<file path="config.mk">
export PLATFORM = sky130hd
export DESIGN_NAME = sleep_wake_ctrl
export DESIGN_NICKNAME = d
export VERILOG_FILES = /design/src/rtl/slpw_pkg.sv /design/src/rtl/slpw_irq_gate.sv /design/src/rtl/slpw_fsm.sv /design/src/rtl/slpw_status.sv /design/src/rtl/sleep_wake_ctrl.sv
export SDC_FILE = /design/constraint.sdc
export NUM_CORES = 1
export LEC_CHECK = 0
export BUFFER_PORTS_ARGS = -buffer_cell sky130_fd_sc_hd__buf_4
export CAP_MARGIN = 20
export CORE_AREA = 5 5 42 44
export DETAILED_ROUTE_END_ITERATION = 10
export DIE_AREA = 0 0 47 49
export GPL_ROUTABILITY_DRIVEN = 0
export PLACE_DENSITY = 0.61
export SLEW_MARGIN = 20
export SYNTH_ARGS = -nofsm -noshare
export SYNTH_HDL_FRONTEND = slang
export SYNTH_SLANG_ARGS = --single-unit
export TNS_END_PERCENT = 30
</file>
<file path="constraint.sdc">
create_clock -name clk -period 2.7 [get_ports clk]
set_input_delay 0.54 -clock clk [delete_from_list [all_inputs] [get_ports clk]]
set_output_delay 0.54 -clock clk [all_outputs]
set_load 0.02 [all_outputs]
</file>
<file path="src/rtl/slpw_pkg.sv">
package slpw_pkg;
    typedef enum logic [1:0] {
        S_RUN   = 2'd0,
        S_SLEEP = 2'd1,
        S_WAKE  = 2'd2
    } slp_state_e;

    typedef enum logic {
        WK_RESUME = 1'b0,
        WK_VECTOR = 1'b1
    } wake_kind_e;
endpackage

</file>
<file path="src/rtl/slpw_irq_gate.sv">
module slpw_irq_gate #(
    parameter int N_SRC = 4
) (
    input  logic [N_SRC-1:0] irq_en,
    input  logic [N_SRC-1:0] irq_flag,
    output logic             pending
);
    logic [N_SRC-1:0] armed;

    for (genvar g = 0; g < N_SRC; g++) begin : g_src
        assign armed[g] = irq_en[g] & irq_flag[g];
    end

    assign pending = |armed;
endmodule

</file>
<file path="src/rtl/slpw_fsm.sv">
module slpw_fsm
    import slpw_pkg::*;
(
    input  logic clk,
    input  logic rst_n,
    input  logic ext_reset,
    input  logic sleep_stb,
    input  logic clrwdt_stb,
    input  logic pending,
    input  logic gie,
    input  logic wdt_timeout,
    output logic enter,
    output logic clr_req,
    output logic wdt_wake,
    output logic osc_en,
    output logic wake_pulse,
    output logic wake_kind
);
    slp_state_e state, nxt;
    wake_kind_e kind_q;
    logic       wake_go;

    always_ff @(posedge clk or negedge rst_n) begin
        if (!rst_n) state <= S_RUN;
        else        state <= nxt;
    end

    always_comb begin
        nxt = state;
        unique case (state)
            S_RUN:   if (sleep_stb && !pending) nxt = S_SLEEP;
            S_SLEEP: if (pending || wdt_timeout) nxt = S_WAKE;
            S_WAKE:  nxt = S_RUN;
            default: nxt = S_RUN;
        endcase
        if (ext_reset) nxt = S_RUN;
    end

    always_comb begin
        enter      = (state == S_RUN) && sleep_stb && !pending && !ext_reset;
        clr_req    = (state == S_RUN) && clrwdt_stb && !sleep_stb && !ext_reset;
        wake_go    = (state == S_SLEEP) && (pending || wdt_timeout) && !ext_reset;
        wdt_wake   = wake_go && wdt_timeout;
        osc_en     = (state != S_SLEEP);
        wake_pulse = (state == S_WAKE);
        wake_kind  = kind_q;
    end

    always_ff @(posedge clk or negedge rst_n) begin
        if (!rst_n)       kind_q <= WK_RESUME;
        else if (wake_go) kind_q <= gie ? WK_VECTOR : WK_RESUME;
    end

    AST_NOP_SLEEP: assert property (@(posedge clk) disable iff (!rst_n)
        (state == S_RUN && sleep_stb && pending && !ext_reset) |=> osc_en);
    AST_WAKE_ONE_CYCLE: assert property (@(posedge clk) disable iff (!rst_n)
        wake_pulse |=> !wake_pulse);
    AST_WAKE_DUE: assert property (@(posedge clk) disable iff (!rst_n)
        wake_go |=> (wake_pulse && osc_en));
    AST_KIND_GIE: assert property (@(posedge clk) disable iff (!rst_n)
        wake_go |=> (wake_kind == $past(gie)));
    AST_XRESET: assert property (@(posedge clk) disable iff (!rst_n)
        ext_reset |=> (osc_en && !wake_pulse));
endmodule

</file>
<file path="src/rtl/slpw_status.sv">
module slpw_status (
    input  logic clk,
    input  logic rst_n,
    input  logic enter,
    input  logic clr_req,
    input  logic wdt_wake,
    output logic wdt_clr,
    output logic stat_pd,
    output logic stat_to
);
    always_ff @(posedge clk or negedge rst_n) begin
        if (!rst_n) begin
            wdt_clr <= 1'b0;
            stat_pd <= 1'b1;
            stat_to <= 1'b1;
        end else begin
            wdt_clr <= enter | clr_req;
            if (enter) begin
                stat_pd <= 1'b0;
                stat_to <= 1'b1;
            end else if (clr_req) begin
                stat_pd <= 1'b1;
                stat_to <= 1'b1;
            end else if (wdt_wake) begin
                stat_to <= 1'b0;
            end
        end
    end

    AST_ENTER_STATUS: assert property (@(posedge clk) disable iff (!rst_n)
        enter |=> (!stat_pd && stat_to && wdt_clr));
    AST_WDT_WAKE_TO: assert property (@(posedge clk) disable iff (!rst_n)
        wdt_wake |=> (!stat_to && !stat_pd));
    AST_CLRWDT: assert property (@(posedge clk) disable iff (!rst_n)
        clr_req |=> (stat_pd && stat_to && wdt_clr));
endmodule

</file>
<file path="src/rtl/sleep_wake_ctrl.sv">
module sleep_wake_ctrl #(
    parameter int N_SRC = 4
) (
    input  logic             clk,
    input  logic             rst_n,
    input  logic             ext_reset,
    input  logic             sleep_stb,
    input  logic             clrwdt_stb,
    input  logic [N_SRC-1:0] irq_en,
    input  logic [N_SRC-1:0] irq_flag,
    input  logic             gie,
    input  logic             wdt_timeout,
    output logic             osc_en,
    output logic             wdt_clr,
    output logic             stat_pd,
    output logic             stat_to,
    output logic             wake_pulse,
    output logic             wake_kind
);
    logic pending;
    logic enter;
    logic clr_req;
    logic wdt_wake;

    slpw_irq_gate #(.N_SRC(N_SRC)) u_gate (
        .irq_en   (irq_en),
        .irq_flag (irq_flag),
        .pending  (pending)
    );

    slpw_fsm u_fsm (
        .clk         (clk),
        .rst_n       (rst_n),
        .ext_reset   (ext_reset),
        .sleep_stb   (sleep_stb),
        .clrwdt_stb  (clrwdt_stb),
        .pending     (pending),
        .gie         (gie),
        .wdt_timeout (wdt_timeout),
        .enter       (enter),
        .clr_req     (clr_req),
        .wdt_wake    (wdt_wake),
        .osc_en      (osc_en),
        .wake_pulse  (wake_pulse),
        .wake_kind   (wake_kind)
    );

    slpw_status u_status (
        .clk      (clk),
        .rst_n    (rst_n),
        .enter    (enter),
        .clr_req  (clr_req),
        .wdt_wake (wdt_wake),
        .wdt_clr  (wdt_clr),
        .stat_pd  (stat_pd),
        .stat_to  (stat_to)
    );

    AST_NO_WAKE_WHILE_RUN: assert property (@(posedge clk) disable iff (!rst_n)
        (osc_en && !wake_pulse && !sleep_stb) |=> !wake_pulse);
endmodule

</file>
Yosys cells after proc, flatten, opt, wreduce, memory -nomap -nowiden
Index checks and enable logic that the tools add are counted.
{"block": "totals", "ff_bits": 6, "inputBits": 15, "output_inout_bits": 6, "wordCells": 44}
{"block": "op_classes", "eq_ne": 5, "mux": 10, "n_bitwise": 5, "n_reduce_logical": 19}
{"cell": "logical AND 1 bit", "n": 10}
{"cell": "two-way mux 1 bit", "n": 6}
{"cell": "two-way mux 2 bit", "n": 3}
{"cell": "bitwise AND 1 bit", "n": 4}
{"cell": "one-hot mux 2 bit (2 select lines)", "n": 1}
{"cell": "OR reduction 4 bit", "n": 1}
{"cell": "zero test 1 bit", "n": 3}
{"cell": "inequality test 3 x 2 -> 1 bit, second input constant", "n": 1}
{"cell": "inequality test 3 bit, second input constant", "n": 1}
{"cell": "nonzero test 3 bit", "n": 1}
{"cell": "equality test 2 x 1 -> 1 bit, second input constant", "n": 1}
{"cell": "equality test 2 bit, second input constant", "n": 1}
{"cell": "zero test 2 bit", "n": 1}
{"cell": "inequality test 2 x 1 -> 1 bit, second input constant", "n": 1}
{"cell": "AND reduction 2 bit", "n": 1}
{"cell": "nonzero test 2 bit", "n": 1}
{"cell": "logical OR 1 bit", "n": 1}
{"cell": "OR 1 bit", "n": 1}

Logic depth before layout (Yosys ltp)
{"block": "logic_depth", "ltp_word": 9, "ltp_mapped": 3, "mapped_depth_nobuf": 3}

Modules after synthesis
Synthesis repeated with hierarchy kept, for this count alone.
{"block": "unflattened", "cells_unflattened": 27, "hier_area_um2": 299.0}
{"module": "slpw_fsm", "instances": 1, "cells_each": 16, "area_each_um2": 175.2, "seq_area_each_um2": 75.1}
{"module": "slpw_status", "instances": 1, "cells_each": 8, "area_each_um2": 105.1, "seq_area_each_um2": 77.6}
{"module": "slpw_irq_gate", "instances": 1, "cells_each": 3, "area_each_um2": 18.8, "seq_area_each_um2": 0.0}

Worst setup path after synthesis
Ideal clock, no wire load.
{"block": "synth_timing", "path_kind": "input to register", "start": "input ext_reset", "end": "register u_fsm.kind_q, in the netlist u_fsm.wake_kind", "arrival_ns": 1.399, "required_ns": 2.575, "path_slack_ns": 1.176, "cell_stages": 3, "cell_sequence": "or3b_4 a31oi_4 mux2_4"}
{"block": "synth_between", "elab_chain_cells": 2}
{"element": "from (decl)", "line": "sleep_wake_ctrl.sv:6", "rtl": "input logic ext_reset,"}
{"element": "zero test 1 bit", "line": "slpw_fsm.sv:42", "rtl": "wake_go = (state == S_SLEEP) && (pending || wdt_timeout) && !ext_reset;"}
{"element": "logical AND 1 bit", "line": "slpw_fsm.sv:42"}
{"element": "to (signal assigned)", "line": "slpw_fsm.sv:51", "rtl": "else if (wake_go) kind_q <= gie ? WK_VECTOR : WK_RESUME;"}
{"element": "to (decl)", "line": "slpw_fsm.sv:20", "rtl": "wake_kind_e kind_q;"}
No other way between the ends.
A chain may end at the register's enable or synchronous reset.

Final worst setup path
{"block": "layout_timing", "start": "register u_fsm.state[1]", "end": "output osc_en"}
{"block": "layout_between", "elab_chain_cells": 1}
{"element": "from (decl)", "line": "slpw_fsm.sv:19", "rtl": "slp_state_e state, nxt;"}
{"element": "from (signal assigned)", "line": "slpw_fsm.sv:25", "rtl": "else state <= nxt;"}
{"element": "inequality test 2 x 1 -> 1 bit", "line": "slpw_fsm.sv:44", "rtl": "osc_en = (state != S_SLEEP);"}
{"element": "to (decl)", "line": "sleep_wake_ctrl.sv:13", "rtl": "output logic osc_en,"}
No other way between the ends.

==> metrics.yaml <==
worstSetupEndpointType: "output port"
synth_cell_types: 20
portBuffers: 20
route.met3.wl_um: 88
die_h_um: 49
finalCritPeriodShare_pct: 57.61
maxCapViolCount: 0
cts_setup_buffers: 0
worstSetupPathType: "register to output port"
core_area_mm2: 0.001401
grt_max_degree: 7
cts_buffers: 3
dieArea_mm2: 0.002303
power_uw: 264.9
finalMaxSlewViolations: 0
r2r.worst_path.cells: 3
postCtsResizedCells: 0
highest-signal-layer: "met3"
vias_per_cell: 4.515
cts.sinks: 6
hold_path_class: "primary input to async pin"
grt_pass1_vias: 309
ir_drop_v: 0.0002040
grt_first_pass_wirelength_um: 1186
die_w_um: 47
hold_buffers: 0
path_clk_slew_ps: 50
track_usage_pct: 7.148
num_antenna_cells: 0
yosysSeqAreaShare_pct: 47.84
finClkSkew_ps: 1.325
slew-limit-headroom_pct: 75.93
crit_path_start_kind: "register"
outcome: "finished clean"
area_delta_synth_final_pct: 60.39
final_cell_mix: "20 x buf_4, 4 x dfrtp_1, 3 x clkbuf_4"
ant_nets: 0
clock_latency_ps: 230
ys_ff_latch: 6
grt_setup_unrepaired: "no"
nets: 67
fmax_mhz: 642.8
m1WireLength_um: 269
critical_path_required_ps: 2160
yosysWarnings: 0
syn-num-nets: 42
crit_arrival_ps: 1020
rows: 14
syn-cell-area_um2: 319.1
vias: 298
finalHoldViolations: 0
cts_tree: "yes"
wl_per_cell_um: 11.21
gr-total-overflow: 0
cp_max_fo: 5
route.met2.wl_um: 382
final_common_cell: "buf_4"
dr.pass1.iters: 1
drive_gt1_share_pct: 64.00
setup_tns_ps: 0
postSynthCellCount: 27
power_density_mw_per_mm2: 517.7
drt_iter0_drc: 0
period_needed_ps: 1556
start_util_pct: 22.77
avgSynthCellArea_um2: 11.82
worstMarginPinSlew_ps: 358.3
setup_violations: 0
dp_hpwl_um: 693.2
antenna_found_initial: 0
drc: 0
leakage_nw: 0.2416
fin_util_pct: 36.52
ctsHtreeMaxLevel: 1
routed_wl_um: 740
cts_root_buffer: "clkbuf_4"
cts_buffer_depth: 2
io_pins: 21
-- final cells by class --
type,count,area [um2]
multi-input combinational,20,162.7
tap,16,20.02
fill,158,889.6
inverter,1,3.754
clock buffer,3,22.52
sequential,6,152.6
timing repair buffer,20,150.1
-- registers in the layout, summed over array words and instances, names as in the netlist --
register and count:
u_fsm.wake_kind 1, u_fsm.state 2, u_status.stat_pd 1, u_status.stat_to 1, u_status.wdt_clr 1
-- per-layer routing --
layer  GRT usage, %  vias up
met5              0        -
met4          2.765        0
met3          4.059        0
met2          11.54       15
met1          7.366      136
li1               -      147
-- path summary, 6_finish.rpt --
kind	to	start	slack, ps
setup reg to reg	u_fsm.wake_kind	u_fsm.state[1]	1290
hold / removal	u_fsm.state[0]	rst_n	100
max in group asynchronous	u_status.stat_pd	rst_n	2400
hold reg to reg	u_status.stat_pd	u_status.stat_pd	490
setup / recovery	osc_en	u_fsm.state[1]	1140
min in group clk	u_status.stat_pd	sleep_stb	470
-- synthesized netlist by cell type --
cell       count  area share [%]
or3_2          1             2.4
mux2_4         1             4.7
o2bb2ai_1      1             2.7
nand2_1        1             1.2
or3b_4         1             3.5
a21oi_1        1             1.6
inv_1          1             1.2
or2b_1         1             2.4
a31oi_4        1             6.7
nor3_1         1             1.6
nand3_1        1             1.6
a2bb2oi_1      1             2.7
nor2b_1        1             2.0
dfrtp_1        4              31
dfstp_2        2              16
a31oi_1        1             2.0
o21ai_0        2             3.1
and2b_2        1             2.7
a22oi_2        2             7.8
nor2_1         2             2.4
-- stage by stage --
stage          cells  hold WS (ps)  cell area, um2  setup WS (ps)
2_1_floorplan     27         244.4           319.1           1176
3_3_place_gp      63         351.5           489.2           1039
3_5_place_dp      63         353.1           489.2           1028
4_1_cts           66         98.70           511.7           1128
5_1_grt           66         96.13           511.7           1098
6_report          66         102.7           511.7           1144
-- worst max-delay path: stages (launching register included) --
cell and delay, ps:
dfrtp_1 400, or2b_1 230, buf_4 150
-- power by group --
part	leakage [nW]	internal, mW	switching (mW)
Sequential	0.0741	0.103	0.00665
Combinational	0.154	0.0413	0.0343
Clock	0.0138	0.0501	0.0297
Total	0.242	0.194	0.0706
-- cell families (layout without fill, tap and decap cells) --
family                 count (synthesis)  in the layout  synth area share, %
flip-flops                             6              6                47.84
AND/OR/NAND/NOR                       10             10                19.61
AO/OA/AOI/OAI                          9              9                26.67
multiplexers                           1              1                4.705
buffers and inverters                  1             24                1.175
Note: power is estimated with default switching activity, not from simulation.
